$ cat src/rtl/psram_rd_pkg.sv
package psram_rd_pkg;
   typedef enum logic [1:0] {
      ST_IDLE  = 2'd0,
      ST_READ  = 2'd1,
      ST_GAP   = 2'd2,
      ST_WRITE = 2'd3
   } ctl_state_t;
endpackage

$ cat src/rtl/psram_lat_timer.sv
module psram_lat_timer #(
   parameter int unsigned MAX_WAIT = 6,
   parameter int unsigned CW       = $clog2(MAX_WAIT + 1)
) (
   input  logic          clk,
   input  logic          rst_n,
   input  logic          load,
   input  logic [CW-1:0] load_val,
   output logic          hit
);
   logic [CW-1:0] cnt_q;

   always_ff @(posedge clk or negedge rst_n) begin
      if (!rst_n)              cnt_q <= '0;
      else if (load)           cnt_q <= load_val;
      else if (cnt_q != '0)    cnt_q <= cnt_q - 1'b1;
   end

   assign hit = (cnt_q == CW'(1));

   // wait counter never exceeds the longest latency
   a_r3_wait_bounded: assert property (@(posedge clk) disable iff (!rst_n)
      cnt_q <= CW'(MAX_WAIT));
   // every latency loaded is at least one cycle
   a_r2_load_nonzero: assert property (@(posedge clk) disable iff (!rst_n)
      load |-> (load_val != '0));
endmodule

$ cat src/rtl/psram_word_seq.sv
module psram_word_seq #(
   parameter int unsigned AW = 20,
   parameter int unsigned LW = 8,
   parameter int unsigned PB = 4
) (
   input  logic          clk,
   input  logic          rst_n,
   input  logic          load,
   input  logic [AW-1:0] start_addr,
   input  logic [LW-1:0] word_cnt,
   input  logic          step,
   output logic [AW-1:0] addr,
   output logic          last,
   output logic          page_end
);
   logic [LW-1:0] rem_q;

   always_ff @(posedge clk or negedge rst_n) begin
      if (!rst_n) begin
         addr  <= '0;
         rem_q <= '0;
      end else if (load) begin
         addr  <= start_addr;
         rem_q <= word_cnt;
      end else if (step) begin
         addr  <= addr + 1'b1;
         rem_q <= rem_q - 1'b1;
      end
   end

   assign last = (rem_q == LW'(1));

   generate
      if (PB == 0) begin : g_no_page
         assign page_end = 1'b1;
      end else begin : g_page
         assign page_end = &addr[PB-1:0];
      end
   endgenerate

   // no word is fetched beyond the requested count
   a_r6_step_nonempty: assert property (@(posedge clk) disable iff (!rst_n)
      step |-> (rem_q != '0));
endmodule

$ cat src/rtl/psram_page_reader.sv
module psram_page_reader
   import psram_rd_pkg::*;
#(
   parameter int unsigned AW        = 20,
   parameter int unsigned DW        = 16,
   parameter int unsigned LW        = 8,
   parameter int unsigned PAGE_BITS = 4,
   parameter int unsigned T_AA      = 6,
   parameter int unsigned T_APA     = 2,
   parameter int unsigned T_WR      = T_AA
) (
   input  logic          clk,
   input  logic          rst_n,
   input  logic          req_valid,
   input  logic          req_write,
   input  logic [AW-1:0] req_addr,
   input  logic [LW-1:0] req_len,
   input  logic [DW-1:0] req_wdata,
   output logic          req_ready,
   output logic          rd_valid,
   output logic [DW-1:0] rd_data,
   output logic          done,
   output logic [AW-1:0] mem_addr,
   output logic          mem_ce_n,
   output logic          mem_oe_n,
   output logic          mem_we_n,
   output logic [DW-1:0] mem_dq_out,
   output logic          mem_dq_oe,
   input  logic [DW-1:0] mem_dq_in
);
   localparam int unsigned MAXW = (T_AA > T_WR) ? T_AA : T_WR;
   localparam int unsigned CW   = $clog2(MAXW + 1);

   if (T_APA < 1 || T_APA >= T_AA) begin : g_bad_apa
      $error("page latency must be at least 1 and below the random latency");
   end
   if (T_WR < 1) begin : g_bad_wr
      $error("write latency must be at least 1");
   end
   if (PAGE_BITS >= AW) begin : g_bad_page
      $error("page must be smaller than the address space");
   end

   ctl_state_t    state_q, state_d;
   logic          accept, hit, last, page_end;
   logic          tmr_load;
   logic [CW-1:0] tmr_val;
   logic          rd_hit, wr_hit, fin_q;
   logic [DW-1:0] wdata_q;

   assign accept = (state_q == ST_IDLE) && req_valid && (req_write || req_len != '0);
   assign rd_hit = (state_q == ST_READ)  && hit;
   assign wr_hit = (state_q == ST_WRITE) && hit;

   always_comb begin
      state_d  = state_q;
      tmr_load = 1'b0;
      tmr_val  = CW'(T_AA);
      case (state_q)
         ST_IDLE: if (accept) begin
            state_d  = req_write ? ST_WRITE : ST_READ;
            tmr_load = 1'b1;
            tmr_val  = req_write ? CW'(T_WR) : CW'(T_AA);
         end
         ST_READ: if (hit) begin
            if (last)          state_d = ST_IDLE;
            else if (page_end) state_d = ST_GAP;
            else begin
               tmr_load = 1'b1;
               tmr_val  = CW'(T_APA);
            end
         end
         ST_GAP: begin
            state_d  = ST_READ;
            tmr_load = 1'b1;
            tmr_val  = CW'(T_AA);
         end
         ST_WRITE: if (hit) state_d = ST_IDLE;
         default:  state_d = ST_IDLE;
      endcase
   end

   psram_lat_timer #(.MAX_WAIT(MAXW), .CW(CW)) u_timer (
      .clk(clk), .rst_n(rst_n), .load(tmr_load), .load_val(tmr_val), .hit(hit)
   );

   psram_word_seq #(.AW(AW), .LW(LW), .PB(PAGE_BITS)) u_seq (
      .clk(clk), .rst_n(rst_n), .load(accept), .start_addr(req_addr),
      .word_cnt(req_len), .step(rd_hit), .addr(mem_addr), .last(last),
      .page_end(page_end)
   );

   always_ff @(posedge clk or negedge rst_n) begin
      if (!rst_n) begin
         state_q  <= ST_IDLE;
         rd_valid <= 1'b0;
         rd_data  <= '0;
         fin_q    <= 1'b0;
         done     <= 1'b0;
         wdata_q  <= '0;
      end else begin
         state_q  <= state_d;
         rd_valid <= rd_hit;
         if (rd_hit) rd_data <= mem_dq_in;
         fin_q    <= (rd_hit && last) || wr_hit;
         done     <= fin_q;
         if (accept) wdata_q <= req_wdata;
      end
   end

   assign req_ready  = (state_q == ST_IDLE);
   assign mem_ce_n   = !((state_q == ST_READ) || (state_q == ST_WRITE));
   assign mem_oe_n   = (state_q != ST_READ);
   assign mem_we_n   = (state_q != ST_WRITE);
   assign mem_dq_oe  = (state_q == ST_WRITE);
   assign mem_dq_out = wdata_q;

   // upper address fixed while a page stays open
   a_r5_page_upper_stable: assert property (@(posedge clk) disable iff (!rst_n)
      (state_q == ST_READ && $past(state_q) == ST_READ)
         |-> $stable(mem_addr[AW-1:PAGE_BITS]));
   // an access only opens from idle or after a page gap
   a_r8_open_after_high: assert property (@(posedge clk) disable iff (!rst_n)
      $fell(mem_ce_n) |-> ($past(state_q) == ST_IDLE || $past(state_q) == ST_GAP));
   // done is a single-cycle pulse
   a_r6_done_single: assert property (@(posedge clk) disable iff (!rst_n)
      done |=> !done);
   // never output-enable and write-enable together
   a_r7_no_oe_during_we: assert property (@(posedge clk) disable iff (!rst_n)
      !mem_we_n |-> (mem_oe_n && mem_dq_oe));
   // zero-length read leaves the controller idle
   a_r9_zero_len_idle: assert property (@(posedge clk) disable iff (!rst_n)
      (req_ready && req_valid && !req_write && req_len == '0) |=> req_ready);
   // read words only appear after a read access
   a_r2_valid_from_read: assert property (@(posedge clk) disable iff (!rst_n)
      rd_valid |-> ($past(state_q) == ST_READ && !$past(mem_oe_n)));
endmodule

$ cat config.mk
export PLATFORM = sky130hd
export DESIGN_NAME = psram_page_reader
export DESIGN_NICKNAME = d
export VERILOG_FILES = /design/src/rtl/psram_rd_pkg.sv /design/src/rtl/psram_lat_timer.sv /design/src/rtl/psram_word_seq.sv /design/src/rtl/psram_page_reader.sv
export SDC_FILE = /design/constraint.sdc
export NUM_CORES = 1
export LEC_CHECK = 0
export BUFFER_PORTS_ARGS = -buffer_cell sky130_fd_sc_hd__buf_4
export CAP_MARGIN = 20
export CORE_MARGIN = 4
export CORE_UTILIZATION = 50
export DETAILED_ROUTE_END_ITERATION = 10
export PLACE_DENSITY = 0.78
export SYNTH_ARGS = -nofsm -noshare
export SYNTH_HDL_FRONTEND = slang
export SYNTH_SLANG_ARGS = --single-unit
$ cat constraint.sdc
create_clock -name clk -period 2.4 [get_ports clk]
set_input_delay 0.48 -clock clk [delete_from_list [all_inputs] [get_ports clk]]
set_output_delay 0.48 -clock clk [all_outputs]
set_load 0.1 [all_outputs]
Yosys cells after proc, flatten, opt, wreduce, memory -nomap -nowiden
Index checks and enable logic that the tools add are counted.
{ "classes": {"reduce_logical": 16, "addsub": 3, "mux": 22, "eq_ne": 11} }
{ "op_table": {"columns": ["cell", "n"], "rows": [
  ["two-way mux 20 bit", 2],
  ["adder 20 x 1 -> 20 bit, second input constant", 1],
  ["two-way mux 3 bit", 6],
  ["two-way mux 8 bit", 2],
  ["two-way mux 2 bit", 6],
  ["== test 8 x 1 -> 1 bit, second input constant", 1],
  ["case mux 2 bit (4 select lines)", 1],
  ["AND reduction 4 bit", 2],
  ["nonzero test 8 bit", 1],
  ["subtractor 8 x 1 -> 8 bit, second input constant", 1],
  ["inequality test 2 x 1 -> 1 bit, second input constant", 3],
  ["logical AND 1 bit", 5],
  ["== test 2 bit, second input constant", 2],
  ["two-way mux 1 bit", 4],
  ["inequality test 2 bit, second input constant", 2],
  ["nonzero test 2 bit", 2],
  ["== test 3 x 1 -> 1 bit, second input constant", 1],
  ["logical OR 1 bit", 3],
  ["inequality test 3 bit, second input constant", 1],
  ["case mux 1 bit (3 select lines)", 1],
  ["nonzero test 3 bit", 1],
  ["subtractor 3 x 1 -> 3 bit, second input constant", 1],
  ["== test 2 x 1 -> 1 bit, second input constant", 1],
  ["zero test 2 bit", 1],
  ["zero test 1 bit", 1]
]} }
{ "totals": {"inputBits": 64, "output_inout_bits": 59, "word_cells": 61, "register_bits": 68} }

Logic depth before layout (Yosys ltp)
Gate-level depths: netlist of the first run.
{ "depth": {"depth_word": 6, "ltp_mapped": 9} }

Cells and area by module
From an unflattened synthesis of the first run, not the netlist that was laid out.
{ "hier_totals": {"cells_unflattened": 303, "hier_area_um2": 3457.1} }
{ "by_module_without_submodules": {"columns": ["module", "cells_per_inst", "area_per_inst_um2", "seq_area_each_um2", "n_inst"], "rows": [
  ["psram_word_seq", 179, 1684.1, 700.7, 1],
  ["psram_page_reader", 102, 1554.0, 925.9, 1],
  ["psram_lat_timer", 22, 219.0, 75.1, 1]
]} }

Least setup slack after synthesis of the first run
Ideal clock, no wire load.
{ "synth_path": {"path_kind": "register to output", "start": "register state_q[1]", "end": "output port mem_dq_oe", "arrival_ns": 1.956, "required_time_ns": 1.920, "path_stages_with_launch": 4, "path_buffers": 1, "slack_ns": -0.036, "cell_sequence": "dfrtp_1 -> buf_2 -> nand2_1 -> inv_1"} }
{ "synth_between": {"elab_chain_cells": 1} }
{ "synth_rtl": {"columns": ["element", "line", "rtl"], "rows": [
  ["start, declared", "psram_page_reader.sv:44", "ctl_state_t state_q, state_d;"],
  ["start signal, assigned", "psram_page_reader.sv:102", "state_q <= state_d;"],
  ["== test 2 bit", "psram_page_reader.sv:115", "assign mem_dq_oe = (state_q == ST_WRITE);"],
  ["end, declared", "psram_page_reader.sv:28", "output logic mem_dq_oe,"]
]} }
No other way between the ends.

Worst setup path in the final report of the first run
{ "layout_path": {"start": "register u_timer.cnt_q[1]", "end": "register u_seq.addr[12]"} }
{ "layout_between": {"elab_chain_cells": 3} }
{ "layout_rtl": {"columns": ["element", "line", "rtl"], "rows": [
  ["start, declared", "psram_lat_timer.sv:11", "logic [CW-1:0] cnt_q;"],
  ["start signal, assigned", "psram_lat_timer.sv:15", "else if (load) cnt_q <= load_val;"],
  ["start signal, assigned", "psram_lat_timer.sv:16", "else if (cnt_q != '0) cnt_q <= cnt_q - 1'b1;"],
  ["== test 3 x 1 -> 1 bit", "psram_lat_timer.sv:19", "assign hit = (cnt_q == CW'(1));"],
  ["logical AND 1 bit", "psram_page_reader.sv:52", "assign rd_hit = (state_q == ST_READ) && hit;"],
  ["nonzero test 2 bit (no source line)", null, null],
  ["end signal, assigned", "psram_word_seq.sv:23", "addr <= start_addr;"],
  ["end signal, assigned", "psram_word_seq.sv:26", "addr <= addr + 1'b1;"],
  ["end, declared", "psram_word_seq.sv:12", "output logic [AW-1:0] addr,"]
]} }
No other way between the ends.
A chain may end at the register's enable or synchronous reset.

==> flow_summary.toml, run 1 <==
[synth]
avgSynthCellArea_um2 = 9.07
synthTopCellsByArea = "dfrtp_1 (50%), nand2_1 (13%), a221o_1 (2.4%), o21ai_0 (2.4%), ha_1 (2.2%)"
yosys.area_share.xor_xnor_pct = 1.29
synthArstFlopShare_pct = 100
netlist.area_leader.share_pct = 50.1
synth_edf_count = 0
yosys.area_share.simple_pct = 26.8
synth-seq-area-share_pct = 50.1
synth_top_family_by_area = "simple AND/OR/NAND/NOR gates"
synthesis.nets = 445
synth_compound_area_share_pct = 13.3
ys_ff_latch = 68
synth_mux_area_share_pct = 2.10
syn_area_mm2 = 0.00340
postSynthCellCount = 375
yosys.area.top_type = "dfrtp_1"
yosys_warnings = 0
synth_ff_type = "dfrtp_1"
synth_adder_area_share_pct = 2.21
synthDistinctLibCells = 52
synth_most_common_cell = "nand2_1"
synth_common_cells = "nand2_1 (117), dfrtp_1 (68), nor2_1 (17), o21ai_0 (16), nand3_1 (13)"

[timing]
hold_ws_ns = 0.217
hold_viol = 0
worst_slew_pin_slew_ns = 0.855
rsz0062_at_grt = "false"
period_share_pct = 88.2
finalSetupViolations = 0
drv_slew = 0
skew_ns = 0.00846
finalSetupTns_ns = 0
fmax_mhz = 472
relSlewSlack_pct = 43.0
period_needed_ns = 2.12

[global_route]
grt_max_degree = 69
grt_pass1_vias = 3079
track_usage_pct = 22.7
overflow = 0
antenna_found_initial = 0
grt_first_pass_wirelength_um = 15100

[clock_network]
clkSinkCount = 68
post-cts-setup-buffers = 0
clk_path_buf_depth = 2
root_buffer = "clkbuf_8"
cts_buffers = 9
cts_tree = "done"
h-tree-depth = 3
post_cts_resized = 0
clk_latency_ns = 0.35
ctsHoldBuffers = 0
path_clk_slew_ns = 0.08

[layout]
multi_input_area_mm2 = 0.00156
regArea_mm2 = 0.00170
diodes = 0
fin_cells = 582
fin_nets = 570
drive_gt1_share_pct = 31.9
n_fill_cell = 505
syn_to_final_growth_pct = 37.8

[route]
drt_pre_antenna_iters = 4
ant_nets = 0
wire_per_inst_um = 15.7
totalWireLength_um = 9150
drt_iter0_markers = 191
viasPerCell = 5.46
remaining_drc_errors = 0
via_count = 3180

[job]
maxCapViolations = 0

[place]
dp.final_hpwl_um = 6700
place_congestion = 0.892
placed_cells = 566
port-buffer-count = 122

[floorplanning]
num_io_pins = 123
die-area_mm2 = 0.00818
dieWidth_um = 90.5
core_area_mm2 = 0.00646
num_rows = 29
dieHeight_um = 90.5
start_util_pct = 52.6

[setup_path]
start_kind = "flip-flop"
crit_arrival_ns = 2.36
worstSetupPathType = "reg -> reg"
cp_data_required_time_ns = 2.64
endpoint_kind = "flip-flop"
path_max_fanout = 24

[status]
status = "completed"

[worst_hold_path]
hp-class = "in -> async"
==> cells by family after synthesis <==
family | after synthesis
simple gates | 197
buf+inv | 32
flops | 68
compound gates | 60
xor+xnor | 5
mux | 7
fa+ha+maj | 6
==> state kept, by name (all words and copies together) (netlist names) <==
signal         cells
u_seq.addr        20
mem_dq_out        16
rd_data           16
u_seq.rem_q        8
u_timer.cnt_q      3
state_q            2
done               1
fin_q              1
rd_valid           1
==> through the flow <==
stage          utilization (%)  cell area, um2  setup WS [ns]
2_1_floorplan                -            3410        0.00811
3_3_place_gp              68.2            4410          0.221
3_5_place_dp              68.2            4410          0.182
4_1_cts                   72.5            4680          0.244
5_1_grt                   72.5            4690          0.137
6_report                  72.5            4690          0.282
==> layer usage <==
| layer | vias up | GRT usage, % | part of all wire, % |
|---|---|---|---|
| met5 | - | 0 | 0 |
| met4 | 0 | 8.55 | 2.3 |
| met3 | 20 | 6.25 | 7.8 |
| met2 | 141 | 35.5 | 47 |
| met1 | 1463 | 30.1 | 43 |
| li1 | 1556 | - | - |
==> final cells by class <==
| type | count | share of cell area [%] |
|---|---|---|
| clock buffers | 10 | 2.94 |
| clock inverters | 6 | 2.86 |
| inverters | 12 | 1.04 |
| multi-input cells | 275 | 33.3 |
| flip-flops and latches | 68 | 36.3 |
| well taps | 77 | 2.06 |
| repair buffers | 134 | 21.5 |
==> path summary, 6_finish.rpt <==
check,start,to,slack [ns],cells past startpoint
max,u_timer.cnt_q[1]$_DFFE_PN0P_,u_seq.addr[12]$_DFFE_PN0P_,0.28,7
min,rst_n,u_seq.rem_q[0]$_DFFE_PN0P_,0.22,1
max reg2reg,u_timer.cnt_q[1]$_DFFE_PN0P_,u_seq.addr[12]$_DFFE_PN0P_,0.28,7
min reg2reg,fin_q$_DFF_PN0_,done$_DFF_PN0_,0.36,0
max in group asynchronous,rst_n,u_timer.cnt_q[2]$_DFFE_PN0P_,1.60,1
min in group clk,req_wdata[0],mem_dq_out[0]$_DFFE_PN0P_,0.31,3
==> layout by cell type (no fill, tap or decap), drive strengths merged, types with 7 or more instances in the layout <==
| cell | count |
|---|---|
| dfrtp | 68 |
| clkbuf | 10 |
| inv | 12 |
| buf | 134 |
| nand3 | 13 |
| nor2 | 17 |
| o21ai | 16 |
| nor3 | 7 |
| a221o | 8 |
| nand2 | 117 |
| nor4 | 7 |
==> worst max-delay path, cell delays in order (launching register included) <==
cell       delay [ns]
dfrtp_1          0.38
inv_1            0.10
ha_1             0.19
nand4bb_1        0.24
inv_1            0.24
buf_4            0.31
mux2_2           0.37
a21o_1           0.17
Power of run 1 is left out: the tool's default activity adds up to more than one toggle a clock period on the data nets, which glitch-free logic cannot reach.
==> run 2, diff against run 1 <==
--- a/config.mk
+++ b/config.mk
@@ -5,12 +5,14 @@
 export SDC_FILE = /design/constraint.sdc
 export NUM_CORES = 1
 export LEC_CHECK = 0
-export BUFFER_PORTS_ARGS = -buffer_cell sky130_fd_sc_hd__buf_4
 export CAP_MARGIN = 20
 export CORE_MARGIN = 4
-export CORE_UTILIZATION = 50
+export CORE_UTILIZATION = 60
 export DETAILED_ROUTE_END_ITERATION = 10
-export PLACE_DENSITY = 0.78
+export DONT_BUFFER_PORTS = 1
+export GPL_TIMING_DRIVEN = 0
+export PLACE_DENSITY = 0.74
+export SLEW_MARGIN = 20
 export SYNTH_ARGS = -nofsm -noshare
 export SYNTH_HDL_FRONTEND = slang
 export SYNTH_SLANG_ARGS = --single-unit
==> run 2 against run 1 <==
The run now ends with negative hold slack left. Clock skew about the same. Sequential share of layout area grew 9.1 points. Count of clock-buffer cells in the layout up 1. Sequential cell count is the same. Critical path type unchanged. Highest routed layer unchanged.
==> flow_summary.toml, run 2 (same netlist as run 1, synthesis figures left out) <==
[floorplanning]
dieWidth_um = 83.3
core_area_mm2 = 0.00551
num_io_pins = 123
start_util_pct = 61.7
dieHeight_um = 83.3
num_rows = 27
die-area_mm2 = 0.00693

[setup_path]
r2r_slack_ns = 0.13
start_kind = "flip-flop"
cp-startpoint = "u_seq.addr[7]$_DFFE_PN0P_"
cp_cell_sequence = "clkbuf_1 > and4_1 > nand3_1 > or4_1 > a31oi_1"
crit_slowest_cell = "dfrtp_4"
rr_worst_depth = 5
r2r-end = "u_seq.addr[14]$_DFFE_PN0P_"
crit_buf_inv = 1
path_max_fanout = 8
critPathMaxStageDelay_ns = 0.62
cp_data_required_time_ns = 2.67
timing.rr.start = "u_seq.addr[7]$_DFFE_PN0P_"
worstSetupPathType = "reg -> reg"
crit_arrival_ns = 2.54
cp_top_family = "simple AND/OR/NAND/NOR gates"
endpoint_kind = "flip-flop"

[place]
placed_cells = 448
dp.final_hpwl_um = 6150
place_congestion = 0.809
port-buffer-count = 0
placed_area_mm2 = 0.00350

[layout]
n_fill_cell = 457
fin_nets = 458
regMostFlops = "u_seq.addr"
regArea_mm2 = 0.00173
syn_to_final_growth_pct = 12.1
final_common_cell = "nand2_1"
diodes = 0
drive_gt1_share_pct = 14.3
fin_cells = 464
final_cell_mix = "nand2_1 (116), dfrtp_1 (53), nor2_1 (16), o21ai_0 (16), nand3_1 (13)"
multi_input_area_mm2 = 0.00159
largest_reg_flops = 20
fin_util_pct = 69.2
final_cell_area_mm2 = 0.00381

[timing]
skew_ns = 0.00863
hold_viol = 1
period_share_pct = 94.6
worst_slew_pin_slew_ns = 1.09
relSlewSlack_pct = 27.4
rsz0062_at_grt = "false"
drv_slew = 0
fmax_mhz = 441
finalSetupViolations = 0
period_needed_ns = 2.27
hold_ws_ns = -0.000698

[clock_network]
h-tree-depth = 3
path_clk_slew_ns = 0.08
cts_tree = "done"
clkSinkCount = 68
root_buffer = "clkbuf_8"
clk_latency_ns = 0.34
clk_path_buf_depth = 2
post-cts-setup-buffers = 0
cts_buffers = 9

[route]
totalWireLength_um = 8650
viasPerCell = 6.07
remaining_drc_errors = 0
drt_pre_antenna_iters = 4
drt_iter0_markers = 128
wire_per_inst_um = 18.6
ant_nets = 0
via_count = 2817

[global_route]
antenna_found_initial = 0
grt_pass1_vias = 2837
grt_max_degree = 69
grt_first_pass_wirelength_um = 14200
overflow = 0
track_usage_pct = 25.5

[status]
status = "finished with violations"
violations = "negative hold slack"

[job]
maxCapViolations = 0

[worst_hold_path]
hp-class = "in -> async"
[run 2: changes by cell type in the layout (fill, tap and decap cells not counted), sizes merged]
| cell | change |
|---|---|
| clkbuf | +10 |
| buf | -121 |
| inv | -1 |
| clkinv | +1 |
| bufinv | -2 |
[run 2: per-stage QoR]
| step | setup slack (ns) | TNS (ns) | hold slack (ns) |
|---|---|---|---|
| after floorplan | 0.00811 | 0 | 0.184 |
| after global placement | -0.234 | -0.757 | 0.186 |
| after detailed placement | -0.311 | -0.946 | 0.186 |
| after CTS | 0.0331 | 0 | 0.0217 |
| after global routing | 0.0574 | 0 | 0.0255 |
| final | 0.130 | 0 | -0.000698 |
[run 2: cell type report]
type | count | area share, %
plain buffers | 20 | 2.72
clock buffers | 11 | 3.71
clock inverters | 4 | 1.94
inverters | 12 | 1.28
multi-input cells | 275 | 41.8
flip-flops and latches | 68 | 45.4
well taps | 72 | 2.36
repair buffers | 2 | 0.821
[run 2: per-layer routing]
| metal | track usage (%) | wire length [um] |
|---|---|---|
| met5 | 0 | 0 |
| met3 | 7.94 | 804 |
| met2 | 38.8 | 4100 |
| met4 | 9.96 | 97 |
| met1 | 34.0 | 3640 |
[run 2: how the worst max path moves through the flow]
| stage | endpoint | cells past startpoint |
|---|---|---|
| final | u_seq.addr[14]$_DFFE_PN0P_ | 5 |
| after global routing | u_seq.addr[14]$_DFFE_PN0P_ | 5 |
| after CTS | u_seq.addr[19]$_DFFE_PN0P_ | 4 |
| after detailed placement | u_seq.addr[17]$_DFFE_PN0P_ | 4 |
| after global placement | u_seq.addr[14]$_DFFE_PN0P_ | 5 |
| after floorplan | u_seq.addr[14]$_DFFE_PN0P_ | 5 |
[run 2: what timing repair did]
| action | 4_1_cts | 5_1_grt |
|---|---|---|
| cloned | 0 | 0 |
| endpoints found under the hold margin | 68 | 0 |
| hold buffers | 1 | 0 |
| endpoints found under the setup margin | 7 | 24 |
| gates resized for setup | 11 | 16 |
Power of run 2 is left out for the same reason.
